--- src/rtl/apx_pkg.sv ---
package apx_pkg;
  localparam int AW      = 32;
  localparam int WINB    = 4;
  localparam int PGB     = 12;
  localparam int IDXW    = AW - WINB - PGB;
  localparam int FRW     = AW - PGB;
  localparam int CNTW    = PGB;
  localparam int ENT_LOG = PGB - 2;
  localparam int CTL_INV = 0;
  localparam int CTL_EN  = 8;
  localparam int CTL_RST = 16;

  typedef enum logic [1:0] {
    SEL_APER  = 2'd0,
    SEL_TABLE = 2'd1,
    SEL_CTRL  = 2'd2
  } cfg_sel_e;

  function automatic logic [AW-1:0] swap_bytes(input logic [AW-1:0] w);
    return {w[7:0], w[15:8], w[23:16], w[31:24]};
  endfunction

  function automatic logic in_window(input logic [AW-1:0] a, input logic [WINB-1:0] base);
    return a[AW-1:AW-WINB] == base;
  endfunction

  function automatic logic [IDXW-1:0] page_index(input logic [AW-1:0] a);
    return a[AW-WINB-1:PGB];
  endfunction

  function automatic logic index_ok(input logic [IDXW-1:0] idx, input logic [CNTW-1:0] pages);
    return (32'(idx)) < (32'(pages) << ENT_LOG);
  endfunction

  function automatic logic [AW-1:0] entry_addr(input logic [FRW-1:0] tbl, input logic [IDXW-1:0] idx);
    return {tbl, {PGB{1'b0}}} + (AW'(idx) << 2);
  endfunction
endpackage

--- src/rtl/apx_cfg.sv ---
module apx_cfg
  import apx_pkg::*;
(
  input  logic              clk,
  input  logic              rst_n,
  input  logic              cfg_we,
  input  logic [1:0]        cfg_sel,
  input  logic [AW-1:0]     cfg_wdata,
  output logic [WINB-1:0]   ap_base,
  output logic [FRW-1:0]    tbl_frame,
  output logic [CNTW-1:0]   tbl_pages,
  output logic              en,
  output logic              flush_ev
);
  logic ctl_wr;
  assign ctl_wr   = cfg_we && (cfg_sel == SEL_CTRL);
  assign flush_ev = ctl_wr && (cfg_wdata[CTL_INV] || cfg_wdata[CTL_RST]);

  always_ff @(posedge clk) begin
    if (!rst_n) begin
      ap_base   <= '0;
      tbl_frame <= '0;
      tbl_pages <= '0;
      en        <= 1'b0;
    end else if (cfg_we) begin
      case (cfg_sel)
        SEL_APER:  ap_base <= cfg_wdata[AW-1:AW-WINB];
        SEL_TABLE: begin
          tbl_frame <= cfg_wdata[AW-1:PGB];
          tbl_pages <= cfg_wdata[CNTW-1:0];
        end
        SEL_CTRL:  en <= cfg_wdata[CTL_EN];
        default:   ;
      endcase
    end
  end
endmodule

--- src/rtl/apx_tlb.sv ---
module apx_tlb
  import apx_pkg::*;
#(
  parameter int ENTRIES = 4
) (
  input  logic               clk,
  input  logic               rst_n,
  input  logic [IDXW-1:0]    lk_idx,
  output logic               lk_hit,
  output logic [FRW-1:0]     lk_frame,
  input  logic               fill,
  input  logic [IDXW-1:0]    fill_idx,
  input  logic [FRW-1:0]     fill_frame,
  input  logic               flush,
  output logic [ENTRIES-1:0] vld_o
);
  localparam int PW = (ENTRIES > 1) ? $clog2(ENTRIES) : 1;

  logic [ENTRIES-1:0] vld;
  logic [IDXW-1:0]    tag   [ENTRIES];
  logic [FRW-1:0]     frame [ENTRIES];
  logic [ENTRIES-1:0] match;
  logic [PW-1:0]      ptr;

  for (genvar g = 0; g < ENTRIES; g++) begin : g_cmp
    assign match[g] = vld[g] && (tag[g] == lk_idx);
  end

  always_comb begin
    lk_hit   = |match;
    lk_frame = '0;
    for (int i = 0; i < ENTRIES; i++)
      if (match[i]) lk_frame = lk_frame | frame[i];
  end

  always_ff @(posedge clk) begin
    if (!rst_n || flush) begin
      vld <= '0;
      ptr <= '0;
    end else if (fill) begin
      vld[ptr] <= 1'b1;
      ptr      <= (ptr == PW'(ENTRIES - 1)) ? '0 : ptr + 1'b1;
    end
  end

  always_ff @(posedge clk) begin
    if (fill && !flush) begin
      tag[ptr]   <= fill_idx;
      frame[ptr] <= fill_frame;
    end
  end

  assign vld_o = vld;
endmodule

--- src/rtl/apx_walk.sv ---
module apx_walk
  import apx_pkg::*;
(
  input  logic           clk,
  input  logic           rst_n,
  input  logic           start,
  input  logic [AW-1:0]  start_addr,
  input  logic           flush,
  output logic           mem_rd,
  output logic [AW-1:0]  mem_addr,
  input  logic           mem_rvalid,
  input  logic [AW-1:0]  mem_rdata,
  output logic           done,
  output logic           done_ok,
  output logic [FRW-1:0] done_frame,
  output logic           done_keep,
  output logic           idle
);
  typedef enum logic [1:0] {W_IDLE, W_ISSUE, W_WAIT} wstate_e;
  wstate_e state;
  logic    stale;
  logic [AW-1:0] word;

  always_ff @(posedge clk) begin
    if (!rst_n) begin
      state    <= W_IDLE;
      mem_addr <= '0;
      stale    <= 1'b0;
    end else begin
      case (state)
        W_IDLE: if (start) begin
          state    <= W_ISSUE;
          mem_addr <= start_addr;
          stale    <= flush;
        end
        W_ISSUE: begin
          state <= W_WAIT;
          if (flush) stale <= 1'b1;
        end
        W_WAIT: begin
          if (flush) stale <= 1'b1;
          if (mem_rvalid) state <= W_IDLE;
        end
        default: state <= W_IDLE;
      endcase
    end
  end

  assign word       = swap_bytes(mem_rdata);
  assign mem_rd     = (state == W_ISSUE);
  assign done       = (state == W_WAIT) && mem_rvalid;
  assign done_ok    = word[0];
  assign done_frame = word[AW-1:PGB];
  assign done_keep  = !stale && !flush;
  assign idle       = (state == W_IDLE);
endmodule

--- src/rtl/apx_xlate.sv ---
module apx_xlate
  import apx_pkg::*;
#(
  parameter int ENTRIES = 4
) (
  input  logic          clk,
  input  logic          rst_n,
  input  logic          cfg_we,
  input  logic [1:0]    cfg_sel,
  input  logic [31:0]   cfg_wdata,
  output logic          stat_idle,
  input  logic          req_valid,
  input  logic [31:0]   req_addr,
  output logic          rsp_valid,
  output logic          rsp_fault,
  output logic          rsp_inwin,
  output logic [31:0]   rsp_paddr,
  output logic          mem_rd,
  output logic [31:0]   mem_addr,
  input  logic          mem_rvalid,
  input  logic [31:0]   mem_rdata
);
  logic [WINB-1:0] ap_base;
  logic [FRW-1:0]  tbl_frame;
  logic [CNTW-1:0] tbl_pages;
  logic            en, flush_ev;

  // named events for the checker
  logic            acc_fire, acc_inwin, acc_en, acc_inrange, acc_hit, acc_walk;
  logic [IDXW-1:0] acc_idx;
  logic [FRW-1:0]  hit_frame;
  logic            walk_done, walk_ok, walk_keep, walk_idle, fill;
  logic [FRW-1:0]  walk_frame;
  logic [ENTRIES-1:0] tlb_vld;
  logic [IDXW-1:0] pend_idx;
  logic [PGB-1:0]  pend_off;

  apx_cfg u_cfg (
    .clk, .rst_n, .cfg_we, .cfg_sel, .cfg_wdata,
    .ap_base, .tbl_frame, .tbl_pages, .en, .flush_ev
  );

  assign acc_fire    = req_valid && walk_idle;
  assign acc_inwin   = in_window(req_addr, ap_base);
  assign acc_idx     = page_index(req_addr);
  assign acc_inrange = index_ok(acc_idx, tbl_pages);
  assign acc_en      = en;
  assign acc_walk    = acc_fire && acc_inwin && acc_en && acc_inrange && !acc_hit;
  assign fill        = walk_done && walk_ok && walk_keep;

  apx_tlb #(.ENTRIES(ENTRIES)) u_tlb (
    .clk, .rst_n,
    .lk_idx(acc_idx), .lk_hit(acc_hit), .lk_frame(hit_frame),
    .fill, .fill_idx(pend_idx), .fill_frame(walk_frame),
    .flush(flush_ev), .vld_o(tlb_vld)
  );

  apx_walk u_walk (
    .clk, .rst_n,
    .start(acc_walk), .start_addr(entry_addr(tbl_frame, acc_idx)),
    .flush(flush_ev),
    .mem_rd, .mem_addr, .mem_rvalid, .mem_rdata,
    .done(walk_done), .done_ok(walk_ok), .done_frame(walk_frame),
    .done_keep(walk_keep), .idle(walk_idle)
  );

  assign stat_idle = walk_idle;

  always_ff @(posedge clk) begin
    if (!rst_n) begin
      pend_idx <= '0;
      pend_off <= '0;
    end else if (acc_walk) begin
      pend_idx <= acc_idx;
      pend_off <= req_addr[PGB-1:0];
    end
  end

  always_ff @(posedge clk) begin
    if (!rst_n) begin
      rsp_valid <= 1'b0;
      rsp_fault <= 1'b0;
      rsp_inwin <= 1'b0;
      rsp_paddr <= '0;
    end else begin
      rsp_valid <= 1'b0;
      if (walk_done) begin
        rsp_valid <= 1'b1;
        rsp_inwin <= 1'b1;
        rsp_fault <= !walk_ok;
        rsp_paddr <= walk_ok ? {walk_frame, pend_off} : '0;
      end else if (acc_fire && !acc_walk) begin
        rsp_valid <= 1'b1;
        rsp_inwin <= acc_inwin;
        if (!acc_inwin) begin
          rsp_fault <= 1'b0;
          rsp_paddr <= req_addr;
        end else if (!acc_en || !acc_inrange) begin
          rsp_fault <= 1'b1;
          rsp_paddr <= '0;
        end else begin
          rsp_fault <= 1'b0;
          rsp_paddr <= {hit_frame, req_addr[PGB-1:0]};
        end
      end
    end
  end
endmodule

--- config.mk ---
export PLATFORM = sky130hd
export DESIGN_NAME = apx_xlate
export DESIGN_NICKNAME = d
export VERILOG_FILES = /design/src/rtl/apx_pkg.sv /design/src/rtl/apx_cfg.sv /design/src/rtl/apx_tlb.sv /design/src/rtl/apx_walk.sv /design/src/rtl/apx_xlate.sv
export SDC_FILE = /design/constraint.sdc
export NUM_CORES = 1
export LEC_CHECK = 0
export ABC_AREA = 1
export BUFFER_PORTS_ARGS = -buffer_cell sky130_fd_sc_hd__buf_4
export CORE_UTILIZATION = 40
export CTS_CLUSTER_DIAMETER = 150
export CTS_CLUSTER_SIZE = 40
export DETAILED_ROUTE_END_ITERATION = 6
export HOLD_SLACK_MARGIN = 0.1
export SLEW_MARGIN = 15
export SYNTH_ARGS = -nofsm -noshare
export SYNTH_HDL_FRONTEND = slang
export SYNTH_HIERARCHICAL = 1
export SYNTH_SLANG_ARGS = --single-unit
--- constraint.sdc ---
create_clock -name clk -period 3.9 [get_ports clk]
set_clock_uncertainty 0.2 [all_clocks]
set_input_delay 0 -clock clk [delete_from_list [all_inputs] [get_ports clk]]
set_output_delay 0 -clock clk [all_outputs]
set_load 0.005 [all_outputs]
==> results of run 1 <==
[cell usage in the layout, fill, tap and decap left out, types with 23 or more instances in the layout]
cell                              n
sky130_fd_sc_hd__o21ai_0         78
sky130_fd_sc_hd__inv_1          190
sky130_fd_sc_hd__nand4_1         81
sky130_fd_sc_hd__buf_4          189
sky130_fd_sc_hd__nand3_1         95
sky130_fd_sc_hd__nor2_1         275
sky130_fd_sc_hd__dfxtp_1        141
sky130_fd_sc_hd__edfxtp_1       144
sky130_fd_sc_hd__o21ai_1         23
sky130_fd_sc_hd__dlygate4sd3_1  189
sky130_fd_sc_hd__nand2_1        430
[sequential cells by signal (all words and copies together) (netlist names), 12 cells and up]
name	cells
u_tlb/frame	80
u_tlb/tag	64
rsp_paddr	32
u_walk/mem_addr	32
u_cfg/tbl_frame	20
pend_idx	16
pend_off	12
u_cfg/tbl_pages	12
[worst min-delay path, cell delays in order]
cell and delay (ns):
sky130_fd_sc_hd__dlygate4sd3_1 0.53, sky130_fd_sc_hd__buf_4 0.11, sky130_fd_sc_hd__nand2_1 0.05, sky130_fd_sc_hd__nand2_1 0.05, sky130_fd_sc_hd__nor2_1 0.04, sky130_fd_sc_hd__nor2_1 0.06
[through the flow]
step | instances | hold slack, ns | power, mW | instance area [um^2]
6_report | 2424 | 0.149 | 5.53 | 17200
5_1_grt | 2424 | 0.160 | 5.75 | 17200
4_1_cts | 2423 | 0.120 | 5.57 | 17200
3_5_place_dp | 2217 | 0.0218 | 3.92 | 15000
3_3_place_gp | 2217 | 0.0173 | 3.91 | 15000
2_1_floorplan | 1677 | -0.0651 | 3.66 | 13600
[cell families after synthesis]
kind of cell               count (synthesis)  share of synthesized area (%)
AOI/OAI and AO/OA                        137                           5.41
DFF                                      285                           52.6
and+or+nand+nor                          909                           28.1
xor gates and xnor gates                  26                           1.68
other                                      1                         0.0276
adders and majority gates                 20                           1.90
buffers and inverters                    298                           10.3
[routing by layer]
metal | wire [um] | vias up
met5 | 0 | -
met4 | 909 | 0
met3 | 2630 | 49
met2 | 19400 | 406
met1 | 17300 | 5555
li1 | - | 5919
[synth_stat cells, drive strengths merged (5+ instances only)]
cell type	n	area share, %
xor2	20	1.3
nand2	433	12
nand3	97	3.7
o21ai	101	3.7
buf	81	4.3
ha	19	1.7
nor3	5	0.26
xnor2	6	0.39
edfxtp	144	32
nor2	289	8.2
o21bai	8	0.44
dfxtp	141	21
clkbuf	18	0.52
a21oi	20	0.82
inv	199	5.5
nand4	81	3.7
[final cells by class]
class                      instances  area [um^2]
antenna                            1         2.50
clock buffer                      15          290
clock inverter                     2         46.3
fill                            3076        16200
inverter                         199          747
multi-input combinational       1094         5090
sequential                       285         7150
tap                              448          561
timing repair buffer             380         3350
[power groups by stage]
stage | logic [mW] | clock network (mW) | registers [mW]
floorplan | 0.370 | 0 | 3.29
global route | 0.865 | 1.65 | 3.24
finish | 0.782 | 1.51 | 3.23
global placement | 0.615 | 0 | 3.30
detailed placement | 0.623 | 0 | 3.30
CTS | 0.773 | 1.56 | 3.23
[repair_timing]
| action | CTS | global route |
|---|---|---|
| hold buffers | 189 | 0 |
| resized for setup | 0 | 0 |
| endpoints found under the hold margin | 216 | 0 |
[worst max path at each step]
stage	endpoint	slack, ns	cells after the start
after floorplan	u_tlb/frame[0][0]$_DFFE_PP_	0.66	8
after global placement	u_walk/state[0]$_SDFFE_PN0P_	0.84	16
after detailed placement	u_walk/state[1]$_SDFFE_PN0P_	0.78	16
after CTS	rsp_paddr[17]$_SDFFE_PN0P_	0.47	14
after global routing	pend_off[6]$_SDFFE_PN0P_	0.30	16
final	pend_off[6]$_SDFFE_PN0P_	0.51	14
==> flow_summary.yaml, run 1 <==
status:
  status: "completed"
cts:
  cts.path.max_buffers: 3
  cts-buffers-inserted: 11
  cts_root_buf: "sky130_fd_sc_hd__clkbuf_16"
  clock_insertion_delay_worst_skew_ns: 0.51
  clk_pin_slew_ns: 0.15
  clock_tree_from_tritoncts: "built"
  count_of_buffers_added_by_post_cts_timing_repair_for_setup: 0
  clock_sinks: 285
  h_tree_levels: 1
power:
  power.sequential.fraction_pct: 58.5
  power.combinational.fraction_pct: 14.1
  switching_share_pct: 25.5
  leakagePower_nw: 7.78
  switchingPower_mw: 1.41
  power.ir.vdd_worst_uv: 271
  cell_internal_pwr_mw: 4.12
  power-per-cell-area_nw_per_um2: 321
  power_frac_clock_pct: 27.4
synth:
  synth_area_um2: 13600
  postSynthRegisterBits: 285
  synth-async-reset-ratio_pct: 0
  synthCells: 1676
  synth_enable_flop_cells: 144
  synth-main-ff-cell: "sky130_fd_sc_hd__edfxtp_1"
  syn_warnings: 6
  synth_cell_types: 40
  synth.yosys.seq_area_share_pct: 52.6
  synthesis.area_per_instance_um2: 8.11
floorplanning:
  initial_core_util_pct: 40.6
  fp.dieH_um: 186
  ios: 172
  floorplan.die_area_um2: 34700
  floorplan.die.width_um: 186
  placement_rows: 67
  placeableCoreArea_um2: 33400
worst_hold_path:
  worst_hold_startpoint: "req_addr[7]"
  hold_class: "in2reg"
  min_delay_worst_endpoint: "rsp_paddr[7]$_SDFFE_PN0P_"
  hold-path-cell-count: 6
routing:
  detail_route.iter0.violations: 935
  drt-wirelength-per-cell_um: 16.6
  route.vias.total: 11900
  vias_per_cell: 4.92
  detail_route.wirelength_um: 40200
  detail-route-antenna-nets: 0
  drc: 0
  drt_pre_antenna_iters: 5
global_routing:
  busiest_layer: "met2"
  grt_util_met2_pct: 40.3
  grt_antenna_before_repair: 1
  grtUsageMet3_pct: 3.31
  gr-usage-met1_pct: 29.5
  grt_overflow_total: 0
  track_usage_pct: 22.9
  grt_max_degree: 71
  grt_first_pass_wirelength_um: 63800
  first_global_vias: 11800
placement:
  dp_slack_ns: 0.782
  globalplace.congestion: 0.835
  post-dp-hpwl_um: 24700
  port_buffers: 160
run:
  max_cap_violations: 0
worst_setup_path:
  critPathLaunch: "u_tlb/tag[0][11]$_DFFE_PP_"
  slowest_stage_cell_cp: "sky130_fd_sc_hd__dlygate4sd3_1"
  start_kind: "flop"
  critical_path.max_fanout: 30
  worst_reg_to_reg_setup_slack_ns: 0.51
  timing.setup.critical_path_class: "reg2reg"
  worst_path_largest_cell_delay_ns: 0.56
  worstPathRequired_ns: 4.16
  critical_path.cell_chain: "o21ai_0, nor2_1, nand2_1, nor2_2, nand3_1, nand4_1, or2_2, nor2_2, nand3_2, inv_2, buf_4, o21ai_0, nor2_1, dlygate4sd3_1"
  crit_buf_inv: 3
  worst_reg_to_reg_cells: 14
  cp_top_family: "simple AND/OR/NAND/NOR gates"
  rr_startpoint: "u_tlb/tag[0][11]$_DFFE_PP_"
  endpoint_kind: "flop"
  cp_data_arrival_time_ns: 3.65
  regToRegEndpoint: "pend_off[6]$_SDFFE_PN0P_"
sta:
  report.final.slew_viol_count: 0
  setup_slack_ns: 0.509
  final_min_period_over_clock_period_pct: 87.0
  final.setup.tns_ns: 0
  setup_viol: 0
  worst-slew-pin-transition_ns: 0.761
  final_hold_viol_count: 0
  period_needed_ns: 3.39
  grt_setup_unrepaired: "no"
  max_freq_mhz: 295
  slew-limit-headroom_pct: 49.1
final_layout:
  post-route-util_pct: 51.5
  synthToLayoutAreaGrowth_pct: 26.8
  final_net_count: 2094
  fraction_of_final_layout_cells_sized_beyond_drive_strength_1_pct: 12.1
(Power assumes the default switching activity.)
==> run 2, diff against run 1 <==
- CORE_MARGIN: default -> 2
==> flow_summary.yaml, run 2 (same netlist as run 1, synthesis figures left out) <==
floorplanning:
  fp.dieH_um: 188
  floorplan.die_area_um2: 35500
  floorplan.die.width_um: 188
  placement_rows: 67
  placeableCoreArea_um2: 33500
  ios: 172
  initial_core_util_pct: 40.5
sta:
  grt_setup_unrepaired: "no"
  final_hold_viol_count: 0
  setup_slack_ns: 0.406
  final_min_period_over_clock_period_pct: 89.6
  slew-limit-headroom_pct: 29.2
  final.setup.tns_ns: 0
  report.final.slew_viol_count: 0
  max_freq_mhz: 286
  period_needed_ns: 3.49
  setup_viol: 0
  worst-slew-pin-transition_ns: 1.06
cts:
  cts_root_buf: "sky130_fd_sc_hd__clkbuf_16"
  cts-buffers-inserted: 11
  clock_insertion_delay_worst_skew_ns: 0.52
  clk_pin_slew_ns: 0.15
  cts.path.max_buffers: 3
  clock_sinks: 285
  h_tree_levels: 1
  clock_tree_from_tritoncts: "built"
placement:
  globalplace.congestion: 0.854
  port_buffers: 160
  dpl.cell_count: 2215
  post-dp-hpwl_um: 24900
  dp_slack_ns: 0.764
global_routing:
  first_global_vias: 11700
  grt_first_pass_wirelength_um: 62900
  grt_max_degree: 96
  grt_overflow_total: 0
  grt_antenna_before_repair: 0
  track_usage_pct: 22.4
routing:
  drt_pre_antenna_iters: 7
  drt-wirelength-per-cell_um: 16.6
  detail_route.wirelength_um: 40200
  vias_per_cell: 4.92
  detail-route-antenna-nets: 0
  drc: 0
  route.vias.total: 11900
  detail_route.iter0.violations: 1076
worst_setup_path:
  worstPathRequired_ns: 4.17
  cp_data_arrival_time_ns: 3.76
  worst_path_largest_cell_delay_ns: 0.55
  critical_path.cell_chain: "o21ai_0, nor2_1, nand2_1, nor2_2, nand3_1, nand4_1, or2_2, nor2_2, nand3_2, inv_2, buf_4, o21ai_0, nor2_1, dlygate4sd3_1"
  worst_reg_to_reg_setup_slack_ns: 0.41
  start_kind: "flop"
  critical_path.max_fanout: 30
  timing.setup.critical_path_class: "reg2reg"
  endpoint_kind: "flop"
  slowest_stage_cell_cp: "sky130_fd_sc_hd__dlygate4sd3_1"
run:
  max_cap_violations: 0
final_layout:
  largest_reg_flops: 80
  layout_common_cells: "sky130_fd_sc_hd__nand2_1, sky130_fd_sc_hd__nor2_1, sky130_fd_sc_hd__inv_1, sky130_fd_sc_hd__buf_4, sky130_fd_sc_hd__dlygate4sd3_1"
  biggestRegsByFlops: "u_tlb/frame (80), u_tlb/tag (64)"
  stdcell_count: 2417
  n_antenna_cell: 0
  synthToLayoutAreaGrowth_pct: 26.4
  final_net_count: 2088
  fraction_of_final_layout_cells_sized_beyond_drive_strength_1_pct: 11.9
  layout.cells.most_common: "sky130_fd_sc_hd__nand2_1"
  register_bank_with_the_most_flops: "u_tlb/frame"
  post-route-util_pct: 51.2
power:
  switching_share_pct: 25.5
  switchingPower_mw: 1.40
  leakagePower_nw: 7.75
  power.sequential.fraction_pct: 58.6
  power_frac_clock_pct: 27.2
  power-per-cell-area_nw_per_um2: 321
  cell_internal_pwr_mw: 4.11
  power.ir.vdd_worst_uv: 353
  power.combinational.fraction_pct: 14.2
status:
  status: "completed"
worst_hold_path:
  hold_class: "in2reg"
-- run 2: cell count changes in the layout (fill, tap and decap cells not counted), sizes merged --
cell	before	now
dlygate4sd3	189	185
diode	1	0
buf	191	189
clkinv	2	1
clkbuf	15	16
-- run 2: final timing paths --
check / start / end / depth (start not counted)
setup / recovery: u_tlb/tag[0][1]$_DFFE_PP_ / pend_off[10]$_SDFFE_PN0P_ / 14
hold reg to reg: u_tlb/vld_o[0]$_SDFFE_PP0P_ / u_tlb/vld_o[0]$_SDFFE_PP0P_ / 2
setup reg to reg: u_tlb/tag[0][1]$_DFFE_PP_ / pend_off[10]$_SDFFE_PN0P_ / 14
hold / removal: cfg_wdata[31] / u_cfg/tbl_frame[19]$_SDFFE_PN0P_ / 4
-- run 2: per-layer routing --
layer	global-route usage [%]	vias up	share of wire [%]
li1	-	5904	-
met1	29.0	5499	42
met2	39.6	420	48
met3	2.61	63	6.6
met4	6.19	0	2.8
met5	0	-	0
-- run 2: repair_timing --
item | in CTS | in global routing
endpoints found under the hold margin | 244 | 0
setup buffers | 0 | 0
gates resized for setup | 0 | 0
hold buffers | 185 | 0
-- run 2: critical path: cells and delay by family, from the launching register on --
kind / cells / cell delay, ns
and+or+nand+nor: 9 / 1.39
buffers and inverters: 3 / 1.05
DFF: 1 / 0.43
AOI/OAI and AO/OA: 2 / 0.38
-- run 2: power by group through the flow --
stage	clock (mW)	combinational (mW)	sequential (mW)
2_1_floorplan	0	0.370	3.29
3_5_place_dp	0	0.624	3.30
3_3_place_gp	0	0.618	3.30
5_1_grt	1.62	0.862	3.24
4_1_cts	1.54	0.769	3.23
6_report	1.50	0.782	3.23
-- run 2: metrics by stage --
stage	instance area [um^2]	power [mW]	hold WS, ns
after floorplan	13600	3.66	-0.0651
after global placement	15000	3.92	0.0113
after detailed placement	15000	3.92	0.0217
after CTS	17200	5.54	0.104
after global routing	17200	5.73	0.134
final	17200	5.51	0.114
-- run 2: area by class of cell --
| type | count | area, um^2 |
|---|---|---|
| clock inverters | 1 | 30.0 |
| multi-input cells | 1094 | 5090 |
| well taps | 448 | 561 |
| fillers | 3122 | 16400 |
| flip-flops and latches | 285 | 7150 |
| repair buffers | 374 | 3310 |
| clock buffers | 16 | 294 |
| inverters | 199 | 747 |
